[src/rtl/addsub_alu_pkg.sv]
package addsub_alu_pkg;
  typedef enum logic [1:0] {
    OP_ADD  = 2'b00,
    OP_SUB  = 2'b01,
    OP_CCMP = 2'b10,
    OP_CCMN = 2'b11
  } alu_op_e;

  typedef struct packed {
    logic n;
    logic z;
    logic c;
    logic v;
  } nzcv_t;
endpackage

[src/rtl/alu_cond_eval.sv]
module alu_cond_eval
  import addsub_alu_pkg::*;
(
  input  logic [3:0] cond_i,
  input  nzcv_t      flags_i,
  output logic       pass_o
);
  logic base;

  always_comb begin
    unique case (cond_i[3:1])
      3'd0: base = flags_i.z;
      3'd1: base = flags_i.c;
      3'd2: base = flags_i.n;
      3'd3: base = flags_i.v;
      3'd4: base = flags_i.c & ~flags_i.z;
      3'd5: base = (flags_i.n == flags_i.v);
      3'd6: base = ~flags_i.z & (flags_i.n == flags_i.v);
      default: base = 1'b1;
    endcase
  end

  // low bit inverts, except the all-ones code which stays true
  assign pass_o = (cond_i[0] && (cond_i != 4'hF)) ? ~base : base;
endmodule

[src/rtl/alu_adder.sv]
module alu_adder
  import addsub_alu_pkg::*;
#(
  parameter int WIDE_W   = 64,
  parameter int NARROW_W = 32
) (
  input  logic              wide_i,
  input  logic [WIDE_W-1:0] a_i,
  input  logic [WIDE_W-1:0] b_i,
  input  logic              invert_b_i,
  input  logic              cin_i,
  output logic [WIDE_W-1:0] sum_o,
  output nzcv_t             flags_o
);
  localparam int EXT_W = WIDE_W + 1;
  localparam int PAD_W = WIDE_W - NARROW_W;

  logic [WIDE_W-1:0] mask, a_m, b_m, res;
  logic [EXT_W-1:0]  sum_ext;
  logic              sa, sb, sr, co;

  generate
    if (PAD_W > 0) begin : g_mask
      assign mask = wide_i ? {WIDE_W{1'b1}} : {{PAD_W{1'b0}}, {NARROW_W{1'b1}}};
    end else begin : g_mask_flat
      assign mask = {WIDE_W{1'b1}};
    end
  endgenerate

  assign a_m     = a_i & mask;
  assign b_m     = (invert_b_i ? ~b_i : b_i) & mask;
  assign sum_ext = {1'b0, a_m} + {1'b0, b_m} + EXT_W'(cin_i);
  assign res     = sum_ext[WIDE_W-1:0] & mask;

  assign sa = wide_i ? a_m[WIDE_W-1] : a_m[NARROW_W-1];
  assign sb = wide_i ? b_m[WIDE_W-1] : b_m[NARROW_W-1];
  assign sr = wide_i ? res[WIDE_W-1] : res[NARROW_W-1];
  // operands are masked, so the narrow carry lands in bit NARROW_W
  assign co = wide_i ? sum_ext[WIDE_W] : sum_ext[NARROW_W];

  assign sum_o     = res;
  assign flags_o.n = sr;
  assign flags_o.z = (res == '0);
  assign flags_o.c = co;
  assign flags_o.v = (sa == sb) && (sr != sa);
endmodule

[src/rtl/alu_flag_reg.sv]
module alu_flag_reg
  import addsub_alu_pkg::*;
(
  input  logic  clk_i,
  input  logic  rst_ni,
  input  logic  load_i,
  input  nzcv_t d_i,
  output nzcv_t q_o
);
  always_ff @(posedge clk_i or negedge rst_ni) begin
    if (!rst_ni)     q_o <= '0;
    else if (load_i) q_o <= d_i;
  end
endmodule

[src/rtl/addsub_flag_alu.sv]
module addsub_flag_alu
  import addsub_alu_pkg::*;
#(
  parameter int WIDE_W   = 64,
  parameter int NARROW_W = 32
) (
  input  logic              clk_i,
  input  logic              rst_ni,
  input  logic              valid_i,
  input  logic              size64_i,
  input  logic [1:0]        op_i,
  input  logic              use_carry_i,
  input  logic              set_flags_i,
  input  logic [WIDE_W-1:0] op_a_i,
  input  logic [WIDE_W-1:0] op_b_i,
  input  logic [3:0]        cond_i,
  input  logic [3:0]        nzcv_imm_i,
  output logic [WIDE_W-1:0] result_o,
  output logic [3:0]        flags_o
);
  alu_op_e op;
  nzcv_t   flags_q, add_flags, flags_d;
  logic    is_cmp, invert_b, cin, cond_pass, load;

  assign op       = alu_op_e'(op_i);
  assign is_cmp   = (op == OP_CCMP) || (op == OP_CCMN);
  assign invert_b = (op == OP_SUB) || (op == OP_CCMP);

  always_comb begin
    if (is_cmp)           cin = (op == OP_CCMP);
    else if (use_carry_i) cin = flags_q.c;
    else                  cin = (op == OP_SUB);
  end

  alu_adder #(.WIDE_W(WIDE_W), .NARROW_W(NARROW_W)) u_adder (
    .wide_i     (size64_i),
    .a_i        (op_a_i),
    .b_i        (op_b_i),
    .invert_b_i (invert_b),
    .cin_i      (cin),
    .sum_o      (result_o),
    .flags_o    (add_flags)
  );

  alu_cond_eval u_cond (
    .cond_i  (cond_i),
    .flags_i (flags_q),
    .pass_o  (cond_pass)
  );

  assign flags_d = (is_cmp && !cond_pass) ? nzcv_t'(nzcv_imm_i) : add_flags;
  assign load    = valid_i && (is_cmp || set_flags_i);

  alu_flag_reg u_flags (
    .clk_i  (clk_i),
    .rst_ni (rst_ni),
    .load_i (load),
    .d_i    (flags_d),
    .q_o    (flags_q)
  );

  assign flags_o = flags_q;
endmodule

[config.mk]
export PLATFORM = sky130hd
export DESIGN_NAME = addsub_flag_alu
export DESIGN_NICKNAME = d
export VERILOG_FILES = /design/src/rtl/addsub_alu_pkg.sv /design/src/rtl/alu_cond_eval.sv /design/src/rtl/alu_adder.sv /design/src/rtl/alu_flag_reg.sv /design/src/rtl/addsub_flag_alu.sv
export SDC_FILE = /design/constraint.sdc
export NUM_CORES = 1
export LEC_CHECK = 0
export BUFFER_PORTS_ARGS = -buffer_cell sky130_fd_sc_hd__buf_4
export CORE_ASPECT_RATIO = 0.6
export CORE_MARGIN = 5
export CORE_UTILIZATION = 35
export DETAILED_ROUTE_END_ITERATION = 8
export PLACE_DENSITY = 0.63
export SYNTH_ARGS = -nofsm -noshare
export SYNTH_HDL_FRONTEND = slang
export SYNTH_SLANG_ARGS = --single-unit
[constraint.sdc]
create_clock -name clk_i -period 18.15 [get_ports clk_i]
set_input_delay 2.7225 -clock clk_i [delete_from_list [all_inputs] [get_ports clk_i]]
set_output_delay 2.7225 -clock clk_i [all_outputs]
set_load 0.02 [all_outputs]
Yosys cells after proc, flatten, opt, wreduce, memory -nomap -nowiden

Cells that the tools add are included.

Output and inout port bits: 68
Input bits: 144
Bits in latches: 0
Bits in read-only memories: 0
Register bits after elaboration: 4
RAM bits: 0
Memories kept: 0

Magnitude comparators: 0
Bitwise operators: 8
Div/mod/pow operators: 0
Add/sub/neg operators: 2
Shifts and indexed selects: 0
Reductions and logical operators: 10
Equality and inequality tests: 13
Multiply operators: 0
Multiplexer cells: 11

Operators by type and width:

| operator             | number |
|---|---|
| $and A64 B64 Y64     | 3 |
| $mux W64             | 2 |
| $add A64 B64 Y65     | 1 |
| $add A65 B1 Y65      | 1 |
| $logic_not A64 Y1    | 1 |
| $not A64 Y64         | 1 |
| $eq A3 B3 Y1 const B | 3 |
| $mux W1              | 7 |
| $pmux W1 S7          | 1 |
| $eq A3 B2 Y1 const B | 2 |
| $eq A2 B2 Y1 const B | 2 |
| $logic_and A1 B1 Y1  | 4 |
| $mux W4              | 1 |
| $ne A4 B4 Y1 const B | 1 |
| $eq A3 B1 Y1 const B | 1 |
| $logic_not A3 Y1     | 1 |
| $logic_or A1 B1 Y1   | 3 |
| $and A1 B1 Y1        | 2 |
| $eq A1 B1 Y1         | 2 |
| $eq A2 B1 Y1 const B | 1 |
| $not A1 Y1           | 2 |
| $logic_not A1 Y1     | 1 |
| $ne A1 B1 Y1         | 1 |

Longest topological paths before layout

Depth in word-level cells: 11
Mapped depth: 20
Gate-level depth less buffers: 19

Cells and area by module

From an unflattened synthesis, not the netlist that was laid out.

Cells, all modules: 883
Area, all modules: 5977.0 sq um

By module, submodules not included:

| module          | area each (sq um) | instances | sequential area each (sq um) | cells an instance |
|---|---|---|---|---|
| alu_adder       | 5544.1            | 1         | 0.0                          | 843 |
| addsub_flag_alu | 157.7             | 1         | 0.0                          | 14 |
| alu_flag_reg    | 145.1             | 1         | 100.1                        | 8 |
| alu_cond_eval   | 130.1             | 1         | 0.0                          | 18 |

Least setup slack after synthesis

No wires, ideal clock.

Kind: input to output
Start point: input port op_i[0]
End point: output port result_o[57]
Required time: 15.427 ns
Arrival time: 6.950 ns
Stages on the path: 16
Path slack: 8.478 ns
Cell sequence: inv_1 -> ha_1 -> clkbuf_1 -> clkbuf_1 -> xor2_1 -> fa_1 -> nand2b_1 -> a211oi_2 -> o21ai_0 -> a211oi_1 -> o2111ai_1 -> a2111oi_2 -> o21ai_0 -> o21bai_1 -> xor2_1 -> and2_1

Longest elaborated chain between the ends: 7
Elaborated cells on any way between the ends: 12
Those cells by class: add/sub: 2; eq/ne: 3; mux: 3; bitwise: 2; reduce/logical: 2

Ends and longest elaborated chain:

| what                                         | RTL line              | RTL |
|---|---|---|
| from (decl)                                  | addsub_flag_alu.sv:11 | `input logic [1:0] op_i,` |
| $eq A2 B1 Y1 or $eq A2 B2 Y1 (tied branches) | -                     |  |
| $logic_or A1 B1 Y1                           | addsub_flag_alu.sv:27 | `assign invert_b = (op == OP_SUB) \|\| (op == OP_CCMP);` |
| $mux W64                                     | alu_adder.sv:31       | `assign b_m = (invert_b_i ? ~b_i : b_i) & mask;` |
| $and A64 B64 Y64                             | alu_adder.sv:31       |  |
| $add A64 B64 Y65                             | alu_adder.sv:32       | `assign sum_ext = {1'b0, a_m} + {1'b0, b_m} + EXT_W'(cin_i);` |
| $add A65 B1 Y65 (*)                          | alu_adder.sv:32       |  |
| $and A64 B64 Y64 (*)                         | alu_adder.sv:33       | `assign res = sum_ext[WIDE_W-1:0] & mask;` |
| to (decl)                                    | addsub_flag_alu.sv:18 | `output logic [WIDE_W-1:0] result_o,` |

Every way passes the cells marked *; elsewhere a longest branch is shown, timed or not.

Worst setup path after layout

Same ends and word-level chain as after synthesis.

==> flow_metrics.tcl <==
set metrics [dict create \
    finalSetupViolCount 0 \
    r2r-end "u_flags.q_o[2]" \
    antenna_found_initial 0 \
    firstDrtPassIters 5 \
    largest_reg_flops 4 \
    synth_cell_types 90 \
    hold_path_end "u_flags.q_o[3]" \
    hold_viol_final 0 \
    h-tree-depth 1 \
    ys_async_sr_fraction 1.00 \
    clock_skew_ns 0.00118 \
    io_pins 212 \
    worstHoldStart "u_flags.q_o[3]" \
    synthesis.nets 1166 \
    clock_sinks 4 \
    hpwl_um 22200 \
    fin_cells 1359 \
    gr-total-overflow 0 \
    first_global_vias 7195 \
    drt_wl_total_um 26100 \
    drv_slew 0 \
    netlist_top_cells_count "nor2_1, a21oi_1, nand2_1, ha_1, o21ai_0" \
    die_area_sq_um 21100 \
    ir_worst_vdd_v 0.0000382 \
    synth-seq-cells 4 \
    top_regs "u_flags.q_o: 4 flops" \
    synth-seq-area-share 0.0157 \
    area_delta_synth_final_pct 26.8 \
    synth_warnings 0 \
    yosysTopAreaCellShare 0.129 \
    place_ws_ns 6.93 \
    power.total_mw 0.559 \
    yosysTopAreaCell "ha_1" \
    clk_path_buf_depth 2 \
    setup_slack_ns 6.71 \
    post-route-util 0.450 \
    reg2reg_from "u_flags.q_o[1]" \
    yosys.cell_count.top_type "nor2_1" \
    start_kind "input pin" \
    crit_required_ns 15.43 \
    maxSlewHeadroom 0.276 \
    synth_ff_type "dfrtp_1" \
    holdBufCountCts 0 \
    powerDensity_nw_per_um2 69.1 \
    postSynthAreaPerCell_sq_um 6.69 \
    die_height_um 115 \
    viasPerCell 5.72 \
    drt_iter0_markers 847 \
    hold_path.class "reg -> reg" \
    max_cap_viol_count 0 \
    diodes 0 \
    syn_area_sq_um 6380 \
    cts_tree "built" \
    synth_cells 954 \
    rows 38 \
    max_freq_mhz 87.4 \
    period_share 0.630 \
    vias 7774 \
    fillCellCount 1908 \
    r2r_slack_ns 12.81 \
    synth_area_leaders "ha_1, xnor2_1, a21oi_1" \
    finalCriticalPeriod_ns 11.44 \
    hold_path_depth 2 \
    worstSetupEndpointType "output port" \
    ant_nets 0 \
    root_buffer "clkbuf_16" \
    r2r_cells 16 \
    grt_use_total 0.233 \
    cts_inserted_buffers 3 \
    cts_resized 0 \
    io_buffers 211 \
    path_class "in -> out" \
    die_width_um 184 \
    synth-edff-count 0 \
    cts_setup_buffers 0 \
    coreArea_sq_um 18000 \
    floorplan.initialDensity 0.355 \
    drive_above_1_share 0.229 \
    grt_max_degree 72 \
    tightest_slew_ns 1.08 \
    cp.arrival_ns 8.72 \
    grt_pass1_wl_um 40000 \
    status "finished clean" \
    leakage_nw 3.58 \
    placed_cells 1356 \
    crit_fanout 41 \
    fin_setup_tns_ns 0 \
    insertion_delay_ns 0.23 \
    grt_setup_unrepaired "false" \
    drc 0 \
    final_nets 1333 \
    place_congestion 0.929 \
    path_clk_slew_ns 0.03 \
    post_drt_wl_per_cell_um 19.2 \
    regMostFlops "u_flags.q_o" \
]
-- stage by stage --
stage | hold WS, ns | instance area, sq um
after detailed placement | 0.544 | 8020
after floorplan | 0.632 | 6380
final | 0.550 | 8090
after global routing | 0.592 | 8090
after global placement | 0.536 | 8020
after CTS | 0.549 | 8090
-- power by group --
group	switching, mW	internal [mW]
Clock	0.00659	0.0282
Sequential	0.00287	0.0109
Combinational	0.313	0.198
-- placed cells by master, fill, tap and decap left out, types with 8 or more instances in the layout --
master / netlist / layout
o21a_1: 13 / 13
ha_1: 66 / 65
xnor2_1: 55 / 55
o21bai_1: 9 / 9
nor3_1: 22 / 22
mux2i_1: 11 / 11
a21oi_1: 92 / 92
o21ai_1: 8 / 8
nand4_1: 30 / 30
xor2_1: 50 / 50
nand2b_1: 10 / 10
buf_4: 9 / 214
nor4_1: 9 / 9
a21o_1: 16 / 16
nand3_1: 10 / 10
or3_1: 11 / 11
nand2_1: 87 / 87
and2_1: 54 / 54
inv_1: 31 / 31
o21ai_0: 66 / 66
nor2_1: 103 / 103
o211ai_1: 11 / 11
a211oi_1: 10 / 10
-- area by class of cell --
cell class | instances | area, sq um | share of cell area
clock buffer | 3 | 75.1 | 0.00928
inverter | 31 | 116 | 0.0144
multi-input combinational | 867 | 5900 | 0.728
sequential | 4 | 100 | 0.0124
tap | 240 | 300 | 0.0371
timing repair buffer | 214 | 1610 | 0.198
-- cells by family after synthesis --
group | synth area share
adder cells (fa/ha/maj) | 0.136
AO/OA/AOI/OAI | 0.309
buffers and inverters | 0.0624
AND/OR/NAND/NOR | 0.311
XOR/XNOR | 0.144
flip-flops | 0.0157
multiplexers | 0.0225
-- critical path, cell delays in order --
cell,delay (ns)
buf_4,0.09
inv_1,0.07
ha_4,0.54
buf_4,0.63
xor2_1,0.18
fa_1,0.46
nand2b_1,0.19
a211oi_2,0.38
o21ai_0,0.25
a211oi_1,0.78
o2111ai_1,0.33
a2111oi_2,0.94
o21ai_0,0.36
o21bai_1,0.24
xor2_1,0.17
and2_1,0.17
buf_4,0.15
-- worst max path at each step --
stage | startpoint | to | slack [ns] | cells after the start
after floorplan | op_i[0] | result_o[57] | 8.48 | 16
after global placement | op_i[0] | result_o[57] | 7.01 | 17
after detailed placement | op_i[0] | result_o[57] | 6.93 | 17
after CTS | op_i[0] | result_o[57] | 6.90 | 17
after global routing | op_i[0] | result_o[57] | 6.49 | 17
final | op_i[0] | result_o[57] | 6.71 | 17
-- routing by layer --
| metal | wire (um) | global-route usage |
|---|---|---|
| met5 | 0 | 0 |
| met4 | 210 | 0.0222 |
| met3 | 3060 | 0.0578 |
| met2 | 9500 | 0.305 |
| met1 | 13300 | 0.382 |
(Power assumes the default switching activity.)
